--- src/rtl/blit_pkg.sv ---
package blit_pkg;
  localparam logic [3:0] RA_WIDTH  = 4'd0;
  localparam logic [3:0] RA_HEIGHT = 4'd1;
  localparam logic [3:0] RA_SPITCH = 4'd2;
  localparam logic [3:0] RA_DPITCH = 4'd3;
  localparam logic [3:0] RA_SRC    = 4'd4;
  localparam logic [3:0] RA_DST    = 4'd5;
  localparam logic [3:0] RA_MIX    = 4'd6;
  localparam logic [3:0] RA_MODE   = 4'd7;
  localparam logic [3:0] RA_FG     = 4'd8;
  localparam logic [3:0] RA_OP     = 4'd9;

  localparam logic [3:0] OP_BLIT     = 4'h8;
  localparam logic [3:0] OP_BLIT_INV = 4'h9;

  localparam int MB_YNEG = 1;
  localparam int MB_XNEG = 2;
  localparam int MB_DRAW = 4;
  localparam int OB_FGSRC = 5;

  localparam logic [1:0] DRAW_ALL     = 2'd0;
  localparam logic [1:0] DRAW_NOFIRST = 2'd1;
  localparam logic [1:0] DRAW_NOLAST  = 2'd2;

  typedef enum logic [2:0] {
    ST_IDLE, ST_PIX, ST_SREQ, ST_SWAIT, ST_DREQ, ST_DWAIT, ST_WREQ, ST_ADV
  } blit_st_e;
endpackage

--- src/rtl/blit_regs.sv ---
module blit_regs
  import blit_pkg::*;
#(
  parameter int CNT_W  = 12,
  parameter int ADDR_W = 22,
  parameter int PIX_W  = 8,
  parameter int DATA_W = 32
) (
  input  logic              clk_i,
  input  logic              rst_ni,
  input  logic              we_i,
  input  logic [3:0]        addr_i,
  input  logic [DATA_W-1:0] wdata_i,
  input  logic              busy_i,
  output logic              start_o,
  output logic [CNT_W-1:0]  width_o,
  output logic [CNT_W-1:0]  height_o,
  output logic [CNT_W-1:0]  spitch_o,
  output logic [CNT_W-1:0]  dpitch_o,
  output logic [ADDR_W-1:0] src_o,
  output logic [ADDR_W-1:0] dst_o,
  output logic [3:0]        mix_o,
  output logic              xneg_o,
  output logic              yneg_o,
  output logic [1:0]        draw_o,
  output logic [PIX_W-1:0]  fg_o,
  output logic              inv_o,
  output logic              fg_src_o
);
  logic wr_ok;
  logic unused_wdata;

  assign unused_wdata = ^wdata_i;
  assign wr_ok   = we_i && !busy_i;
  assign start_o = wr_ok && (addr_i == RA_OP) &&
                   ((wdata_i[3:0] == OP_BLIT) || (wdata_i[3:0] == OP_BLIT_INV));

  always_ff @(posedge clk_i or negedge rst_ni) begin
    if (!rst_ni) begin
      width_o  <= '0;
      height_o <= '0;
      spitch_o <= '0;
      dpitch_o <= '0;
      src_o    <= '0;
      dst_o    <= '0;
      mix_o    <= '0;
      xneg_o   <= 1'b0;
      yneg_o   <= 1'b0;
      draw_o   <= DRAW_ALL;
      fg_o     <= '0;
      inv_o    <= 1'b0;
      fg_src_o <= 1'b0;
    end else if (wr_ok) begin
      unique case (addr_i)
        RA_WIDTH:  width_o  <= wdata_i[CNT_W-1:0];
        RA_HEIGHT: height_o <= wdata_i[CNT_W-1:0];
        RA_SPITCH: spitch_o <= wdata_i[CNT_W-1:0];
        RA_DPITCH: dpitch_o <= wdata_i[CNT_W-1:0];
        RA_SRC:    src_o    <= wdata_i[ADDR_W-1:0];
        RA_DST:    dst_o    <= wdata_i[ADDR_W-1:0];
        RA_MIX:    mix_o    <= wdata_i[3:0];
        RA_MODE: begin
          xneg_o <= wdata_i[MB_XNEG];
          yneg_o <= wdata_i[MB_YNEG];
          draw_o <= wdata_i[MB_DRAW+:2];
        end
        RA_FG:     fg_o     <= wdata_i[PIX_W-1:0];
        RA_OP: if (start_o) begin
          inv_o    <= wdata_i[0];
          fg_src_o <= wdata_i[OB_FGSRC];
        end
        default: ;
      endcase
    end
  end
endmodule

--- src/rtl/blit_walker.sv ---
module blit_walker #(
  parameter int CNT_W  = 12,
  parameter int ADDR_W = 22
) (
  input  logic              clk_i,
  input  logic              rst_ni,
  input  logic              load_i,
  input  logic              step_i,
  input  logic [CNT_W-1:0]  width_i,
  input  logic [CNT_W-1:0]  height_i,
  input  logic [CNT_W-1:0]  spitch_i,
  input  logic [CNT_W-1:0]  dpitch_i,
  input  logic [ADDR_W-1:0] src_i,
  input  logic [ADDR_W-1:0] dst_i,
  input  logic              xneg_i,
  input  logic              yneg_i,
  output logic [ADDR_W-1:0] src_addr_o,
  output logic [ADDR_W-1:0] dst_addr_o,
  output logic              first_o,
  output logic              last_o
);
  localparam int PAD = ADDR_W - CNT_W;

  logic [CNT_W-1:0]  x_q, y_q;
  logic [ADDR_W-1:0] s_row_q, d_row_q, s_cur_q, d_cur_q;
  logic [ADDR_W-1:0] s_stride, d_stride, s_row_nx, d_row_nx;
  logic              row_end;

  assign s_stride = {{PAD{1'b0}}, spitch_i} + ADDR_W'(1);
  assign d_stride = {{PAD{1'b0}}, dpitch_i} + ADDR_W'(1);
  assign s_row_nx = yneg_i ? s_row_q - s_stride : s_row_q + s_stride;
  assign d_row_nx = yneg_i ? d_row_q - d_stride : d_row_q + d_stride;
  assign row_end  = (x_q == width_i);
  assign last_o   = row_end && (y_q == height_i);
  assign src_addr_o = s_cur_q;
  assign dst_addr_o = d_cur_q;

  always_ff @(posedge clk_i or negedge rst_ni) begin
    if (!rst_ni) begin
      x_q <= '0;
      y_q <= '0;
      s_row_q <= '0;
      d_row_q <= '0;
      s_cur_q <= '0;
      d_cur_q <= '0;
      first_o <= 1'b0;
    end else if (load_i) begin
      x_q <= '0;
      y_q <= '0;
      s_row_q <= src_i;
      d_row_q <= dst_i;
      s_cur_q <= src_i;
      d_cur_q <= dst_i;
      first_o <= 1'b1;
    end else if (step_i) begin
      first_o <= 1'b0;
      if (row_end) begin
        x_q <= '0;
        y_q <= y_q + CNT_W'(1);
        s_row_q <= s_row_nx;
        d_row_q <= d_row_nx;
        s_cur_q <= s_row_nx;
        d_cur_q <= d_row_nx;
      end else begin
        x_q <= x_q + CNT_W'(1);
        s_cur_q <= xneg_i ? s_cur_q - ADDR_W'(1) : s_cur_q + ADDR_W'(1);
        d_cur_q <= xneg_i ? d_cur_q - ADDR_W'(1) : d_cur_q + ADDR_W'(1);
      end
    end
  end
endmodule

--- src/rtl/blit_mix.sv ---
module blit_mix #(
  parameter int PIX_W = 8
) (
  input  logic [PIX_W-1:0] s_i,
  input  logic [PIX_W-1:0] d_i,
  input  logic [3:0]       code_i,
  output logic [PIX_W-1:0] res_o
);
  // code bit k holds the result for operand pair {s,d} == ~k
  for (genvar i = 0; i < PIX_W; i++) begin : g_bit
    assign res_o[i] = code_i[{~s_i[i], ~d_i[i]}];
  end
endmodule

--- src/rtl/blit_engine.sv ---
module blit_engine
  import blit_pkg::*;
#(
  parameter int CNT_W  = 12,
  parameter int ADDR_W = 22,
  parameter int PIX_W  = 8,
  parameter int DATA_W = 32
) (
  input  logic              clk_i,
  input  logic              rst_ni,
  input  logic              reg_we_i,
  input  logic [3:0]        reg_addr_i,
  input  logic [DATA_W-1:0] reg_wdata_i,
  output logic              busy_o,
  output logic              mem_req_o,
  output logic              mem_we_o,
  output logic [ADDR_W-1:0] mem_addr_o,
  output logic [PIX_W-1:0]  mem_wdata_o,
  input  logic              mem_gnt_i,
  input  logic              mem_rvalid_i,
  input  logic [PIX_W-1:0]  mem_rdata_i
);
  blit_st_e st_q, st_d;

  logic              start;
  logic [CNT_W-1:0]  width, height, spitch, dpitch;
  logic [ADDR_W-1:0] src, dst, src_addr, dst_addr;
  logic [3:0]        mix;
  logic              xneg, yneg, inv, fg_src, first, last, skip;
  logic [1:0]        draw;
  logic [PIX_W-1:0]  fg, s_q, d_q, s_op, mix_res;

  blit_regs #(.CNT_W(CNT_W), .ADDR_W(ADDR_W), .PIX_W(PIX_W), .DATA_W(DATA_W)) u_regs (
    .clk_i, .rst_ni,
    .we_i(reg_we_i), .addr_i(reg_addr_i), .wdata_i(reg_wdata_i), .busy_i(busy_o),
    .start_o(start), .width_o(width), .height_o(height), .spitch_o(spitch),
    .dpitch_o(dpitch), .src_o(src), .dst_o(dst), .mix_o(mix), .xneg_o(xneg),
    .yneg_o(yneg), .draw_o(draw), .fg_o(fg), .inv_o(inv), .fg_src_o(fg_src)
  );

  blit_walker #(.CNT_W(CNT_W), .ADDR_W(ADDR_W)) u_walk (
    .clk_i, .rst_ni,
    .load_i(start), .step_i((st_q == ST_ADV) && !last),
    .width_i(width), .height_i(height), .spitch_i(spitch), .dpitch_i(dpitch),
    .src_i(src), .dst_i(dst), .xneg_i(xneg), .yneg_i(yneg),
    .src_addr_o(src_addr), .dst_addr_o(dst_addr), .first_o(first), .last_o(last)
  );

  assign s_op = inv ? ~(fg_src ? s_q : fg) : (fg_src ? s_q : fg);

  blit_mix #(.PIX_W(PIX_W)) u_mix (
    .s_i(s_op), .d_i(d_q), .code_i(mix), .res_o(mix_res)
  );

  assign busy_o = (st_q != ST_IDLE);
  assign skip   = (first && (draw == DRAW_NOFIRST)) || (last && (draw == DRAW_NOLAST));

  always_comb begin
    st_d        = st_q;
    mem_req_o   = 1'b0;
    mem_we_o    = 1'b0;
    mem_addr_o  = dst_addr;
    mem_wdata_o = mix_res;
    unique case (st_q)
      ST_IDLE:  if (start) st_d = ST_PIX;
      ST_PIX:   st_d = skip ? ST_ADV : (fg_src ? ST_SREQ : ST_DREQ);
      ST_SREQ: begin
        mem_req_o  = 1'b1;
        mem_addr_o = src_addr;
        if (mem_gnt_i) st_d = ST_SWAIT;
      end
      ST_SWAIT: if (mem_rvalid_i) st_d = ST_DREQ;
      ST_DREQ: begin
        mem_req_o = 1'b1;
        if (mem_gnt_i) st_d = ST_DWAIT;
      end
      ST_DWAIT: if (mem_rvalid_i) st_d = ST_WREQ;
      ST_WREQ: begin
        mem_req_o = 1'b1;
        mem_we_o  = 1'b1;
        if (mem_gnt_i) st_d = ST_ADV;
      end
      ST_ADV:   st_d = last ? ST_IDLE : ST_PIX;
      default:  st_d = ST_IDLE;
    endcase
  end

  always_ff @(posedge clk_i or negedge rst_ni) begin
    if (!rst_ni) begin
      st_q <= ST_IDLE;
      s_q  <= '0;
      d_q  <= '0;
    end else begin
      st_q <= st_d;
      if (st_q == ST_SWAIT && mem_rvalid_i) s_q <= mem_rdata_i;
      if (st_q == ST_DWAIT && mem_rvalid_i) d_q <= mem_rdata_i;
    end
  end
endmodule

--- config.mk ---
export PLATFORM = sky130hd
export DESIGN_NAME = blit_engine
export DESIGN_NICKNAME = d
export VERILOG_FILES = /design/src/rtl/blit_pkg.sv /design/src/rtl/blit_regs.sv /design/src/rtl/blit_walker.sv /design/src/rtl/blit_mix.sv /design/src/rtl/blit_engine.sv
export SDC_FILE = /design/constraint.sdc
export NUM_CORES = 1
export LEC_CHECK = 0
export BUFFER_PORTS_ARGS = -buffer_cell sky130_fd_sc_hd__buf_2
export CORE_AREA = 2 2 150 181
export CTS_BUF_LIST = sky130_fd_sc_hd__clkbuf_4
export DETAILED_ROUTE_END_ITERATION = 8
export DIE_AREA = 0 0 152 183
export MAX_ROUTING_LAYER = met4
export PLACE_DENSITY = 0.82
export SYNTH_ARGS = -nofsm -noshare
export SYNTH_HDL_FRONTEND = slang
export SYNTH_SLANG_ARGS = --single-unit
--- constraint.sdc ---
create_clock -name clk_i -period 5.68 [get_ports clk_i]
set_input_delay 1.136 -clock clk_i [delete_from_list [all_inputs] [get_ports clk_i]]
set_output_delay 1.136 -clock clk_i [all_outputs]
set_load 0.1 [all_outputs]
==> run metrics <==
status completed; Avg WL per Cell 20.7 um; grt ovf 0; clock transition at the registers of the reported paths 80 ps; Max IR drop VDD between 0.6 and 0.7 mV; count of pins over their slew limit 0; Cell variety after synth 93; PD cells 573 nW/um^2; reg2reg setup slack 830 ps; count of final setup violators 0; full die area roughly 28000 um^2; Syn Area/Cell 9.50 um^2; clock power share 0.159; Starting Density 0.630; leakage 0.00840 uW; reg2reg end u_walk.d_row_q[21]$_DFFE_PN0P_; worst path required time about 6300 ps; Port Buffer Count slightly above 70; Yosys reg bits 242; final period utilization 0.854; switching share of power 0.479; max_cap viols 0; CP Max Fanout 7; layout cell share with drive strength beyond 1 0.207; std cell rows 65; sequential element share of the synthesized area 0.368; Comb pwr share 0.583; Async SR Flop Fraction 1.00; Least-Margin Pin Slew 1200 ps; WL final approximately 45000 um; HPWL after DPL 31700 um; # H-tree levels 3; clock tree buffer depth 3; Worst-Skew Late Latency 730 ps; Die H 183 um; CP Class flop to flop; crit end category flop; post-synth net total ~1900; Total GRT Usage 0.332; Slew headroom 0.195; Worst setup SP type flop; area of the multi-input gates 9950 um^2; number of flops mapped to enable cells by yosys 0; post_cts resized 0; Post-CTS Setup Bufs 0; initial antenna violation count 1; Post-Layout Cell Count 2190; antenna-violating nets left 0; Fmax 206 MHz; dpl cells 2079; vias per std cell around 6.5; vias in the first global route 13846; Post-CTS Hold Buffers 0; Buf+Inv Stages, Crit Path 0; Die X 152 um; FF/Latch Area 6060 um^2; cts bufs inserted 67; Placer Congestion 0.963; HP Class input port to async pin; CP delay by family, top compound AO/OA/AOI/OAI gates; Final Hold Violating Endpoints 0; internal power 5360 uW; r2r startpoint u_regs.dpitch_o[0]$_DFFE_PN0P_; Vias 14217; post-layout util 0.688; TritonCTS clock tree done; largest net degree at the start of global routing ~110; Crit path largest cell delay ~600 ps; Area growth syn-to-layout 9.12%; clk sinks 242; synth warn 0; P_sw 4930 uW; root buf cell clkbuf_4; Critical Path AT 5430 ps; worst reg2reg path depth 19; clock skew between 70 and 80 ps; Seq pwr share 0.258; I/O Pins 82; synthesized area approximately 16000 um^2; total chip power 10300 uW; Max stage delay cell, worst path o41ai_1; worst path cell trace ha_1 > nand2_1 > nor2_1 > nand2_1 > xor2_1 > nand4_1 > o32a_1 > o21ai_1 > xor2_1 > ha_1 > nand4_1 > a2111o_1 > a21oi_1 > o21ai_1 > a21oi_1 > o41ai_1 > xnor2_1 > o21ai_0 > o2bb2ai_1; global-route wire length before repair just over 70000 um; DRC 0; Mapped Cells 1733; setup tns final 0 ps; DRT iter0 DRCs 989; # fillers between 1500 and 2000; RSZ-0062 raised after global routing false; Core Box Area between 20000 and 30000 um^2; Synth Flop Type dfrtp_1; Final Critical Period roughly 4900 ps; Post-layout nets 1952; DR pass1 iterations 6
power by group through the flow:
stage          Sequential [uW]  Combinational [uW]  Clock (uW)
2_1_floorplan             2470                4770           0
3_5_place_dp              2670                5900           0
6_report                  2650                6000        1640
3_3_place_gp              2650                5730           0
5_1_grt                   2710                6520        1750
4_1_cts                   2640                5950        1660
cell usage in the layout (no fill, tap or decap), types with 11 or more instances in the layout:
| master | synthesis | final |
|---|---|---|
| mux2i_1 | 19 | 19 |
| xnor2_1 | 79 | 79 |
| inv_1 | 39 | 39 |
| nand4_1 | 15 | 15 |
| ha_1 | 86 | 86 |
| o22ai_1 | 21 | 21 |
| a21boi_0 | 11 | 11 |
| clkbuf_4 | 0 | 93 |
| xor2_1 | 72 | 72 |
| buf_2 | 14 | 70 |
| a21oi_1 | 134 | 134 |
| o21ai_0 | 106 | 106 |
| nor2b_1 | 13 | 13 |
| a31oi_1 | 17 | 17 |
| mux2_2 | 145 | 145 |
| a21o_1 | 30 | 30 |
| dfrtp_1 | 242 | 242 |
| nor2_1 | 150 | 149 |
| buf_4 | 1 | 21 |
| nand3_1 | 45 | 44 |
| nand2b_1 | 19 | 19 |
| nor3_1 | 24 | 23 |
| o31ai_1 | 15 | 15 |
| a211oi_1 | 20 | 20 |
| o21a_1 | 24 | 24 |
| nand2_1 | 129 | 127 |
| clkinv_1 | 0 | 11 |
| and3_1 | 19 | 19 |
| o211ai_1 | 11 | 11 |
registers in the layout, summed over array words and instances, names as in the netlist, 8 cells and up:
register	cells
u_walk.x_q	12
u_regs.dpitch_o	12
u_regs.dst_o	22
u_walk.src_addr_o	22
s_q	8
d_q	8
u_walk.d_row_q	22
u_walk.s_row_q	22
u_walk.y_q	12
u_regs.fg_o	8
u_regs.spitch_o	12
u_regs.height_o	12
u_regs.width_o	12
u_walk.dst_addr_o	22
u_regs.src_o	22
through the flow:
step | cell area [um^2] | hold WS [ps] | worst slack [ps]
final | 18000 | 461 | 828
after global routing | 18000 | 523 | 444
after CTS | 18000 | 490 | 908
after detailed placement | 17100 | 485 | 877
after global placement | 17100 | 472 | 1010
after floorplan | 16500 | 456 | 1370
kinds of logic after synthesis:
group / after synthesis / share of synthesized area
AND/OR/NAND/NOR: 477 / 0.139
multiplexers: 172 / 0.122
AO/OA/AOI/OAI: 479 / 0.189
XOR/XNOR: 152 / 0.0817
flip-flops: 242 / 0.368
buffers and inverters: 121 / 0.0299
adder cells (fa/ha/maj): 90 / 0.0703
worst reg2reg max path: stages (launching register included):
cell and delay [ps]:
dfrtp_1 430, ha_1 300, nand2_1 160, nor2_1 350
nand2_1 120, xor2_1 220, nand4_1 290, o32a_1 410
o21ai_1 140, xor2_1 170, ha_1 320, nand4_1 160
a2111o_1 130, a21oi_1 60, o21ai_1 280, a21oi_1 130
o41ai_1 600, xnor2_1 210, o21ai_0 120, o2bb2ai_1 170
layout make-up:
cell class / count / area share
well taps: 335 / 0.0233
clock buffers: 93 / 0.0389
multi-input cells: 1370 / 0.554
repair buffers: 93 / 0.0302
flip-flops and latches: 242 / 0.337
inverters: 39 / 0.00815
diodes: 2 / 0.000279
clock inverters: 16 / 0.00780
worst max path at each step:
stage / from / end / cells past startpoint
after CTS: u_regs.dpitch_o[0]$_DFFE_PN0P_ / u_walk.d_row_q[21]$_DFFE_PN0P_ / 19
after floorplan: st_q[0]$_DFFE_PN0P_ / mem_addr_o[0] / 4
after global placement: u_regs.dpitch_o[0]$_DFFE_PN0P_ / u_walk.dst_addr_o[21]$_DFFE_PN0P_ / 19
final: u_regs.dpitch_o[0]$_DFFE_PN0P_ / u_walk.d_row_q[21]$_DFFE_PN0P_ / 19
after global routing: u_regs.dpitch_o[0]$_DFFE_PN0P_ / u_walk.d_row_q[21]$_DFFE_PN0P_ / 19
after detailed placement: u_regs.dpitch_o[0]$_DFFE_PN0P_ / u_walk.d_row_q[21]$_DFFE_PN0P_ / 19
synth_stat cells, types with 8 or more instances:
master | instances | area, um^2
a21boi_0 | 11 | 82.6
dfrtp_1 | 242 | 6060
o211ai_1 | 11 | 82.6
a31oi_1 | 17 | 106
xor2_1 | 72 | 631
ha_1 | 86 | 1080
o21bai_1 | 10 | 75.1
mux2i_1 | 19 | 190
nor4_1 | 10 | 62.6
nor2_1 | 150 | 563
a21o_1 | 30 | 225
buf_1 | 15 | 56.3
nor3_1 | 24 | 120
nand4_1 | 15 | 93.8
nand2b_1 | 19 | 119
buf_2 | 14 | 70.1
a211oi_1 | 20 | 150
clkbuf_1 | 49 | 184
nor2b_1 | 13 | 81.3
nand3_1 | 45 | 225
and2_1 | 11 | 68.8
o31ai_1 | 15 | 113
nand2_1 | 129 | 484
o21ai_0 | 106 | 531
o21a_1 | 24 | 180
o21ai_1 | 8 | 40.0
mux4_2 | 8 | 180
and3_1 | 19 | 119
a21oi_1 | 134 | 671
inv_1 | 39 | 146
o22ai_1 | 21 | 131
mux2_2 | 145 | 1630
xnor2_1 | 79 | 692
a22oi_1 | 8 | 60.1
or3_1 | 10 | 62.6
routing by layer:
| layer | share of wire | track usage | wire, um |
|---|---|---|---|
| met1 | 0.40 | 0.404 | 18200 |
| met2 | 0.47 | 0.534 | 21500 |
| met3 | 0.077 | 0.0595 | 3500 |
| met4 | 0.049 | 0.167 | 2210 |
| met5 | 0 | - | 0 |
No activity file was read; power rests on OpenSTA's default activity.
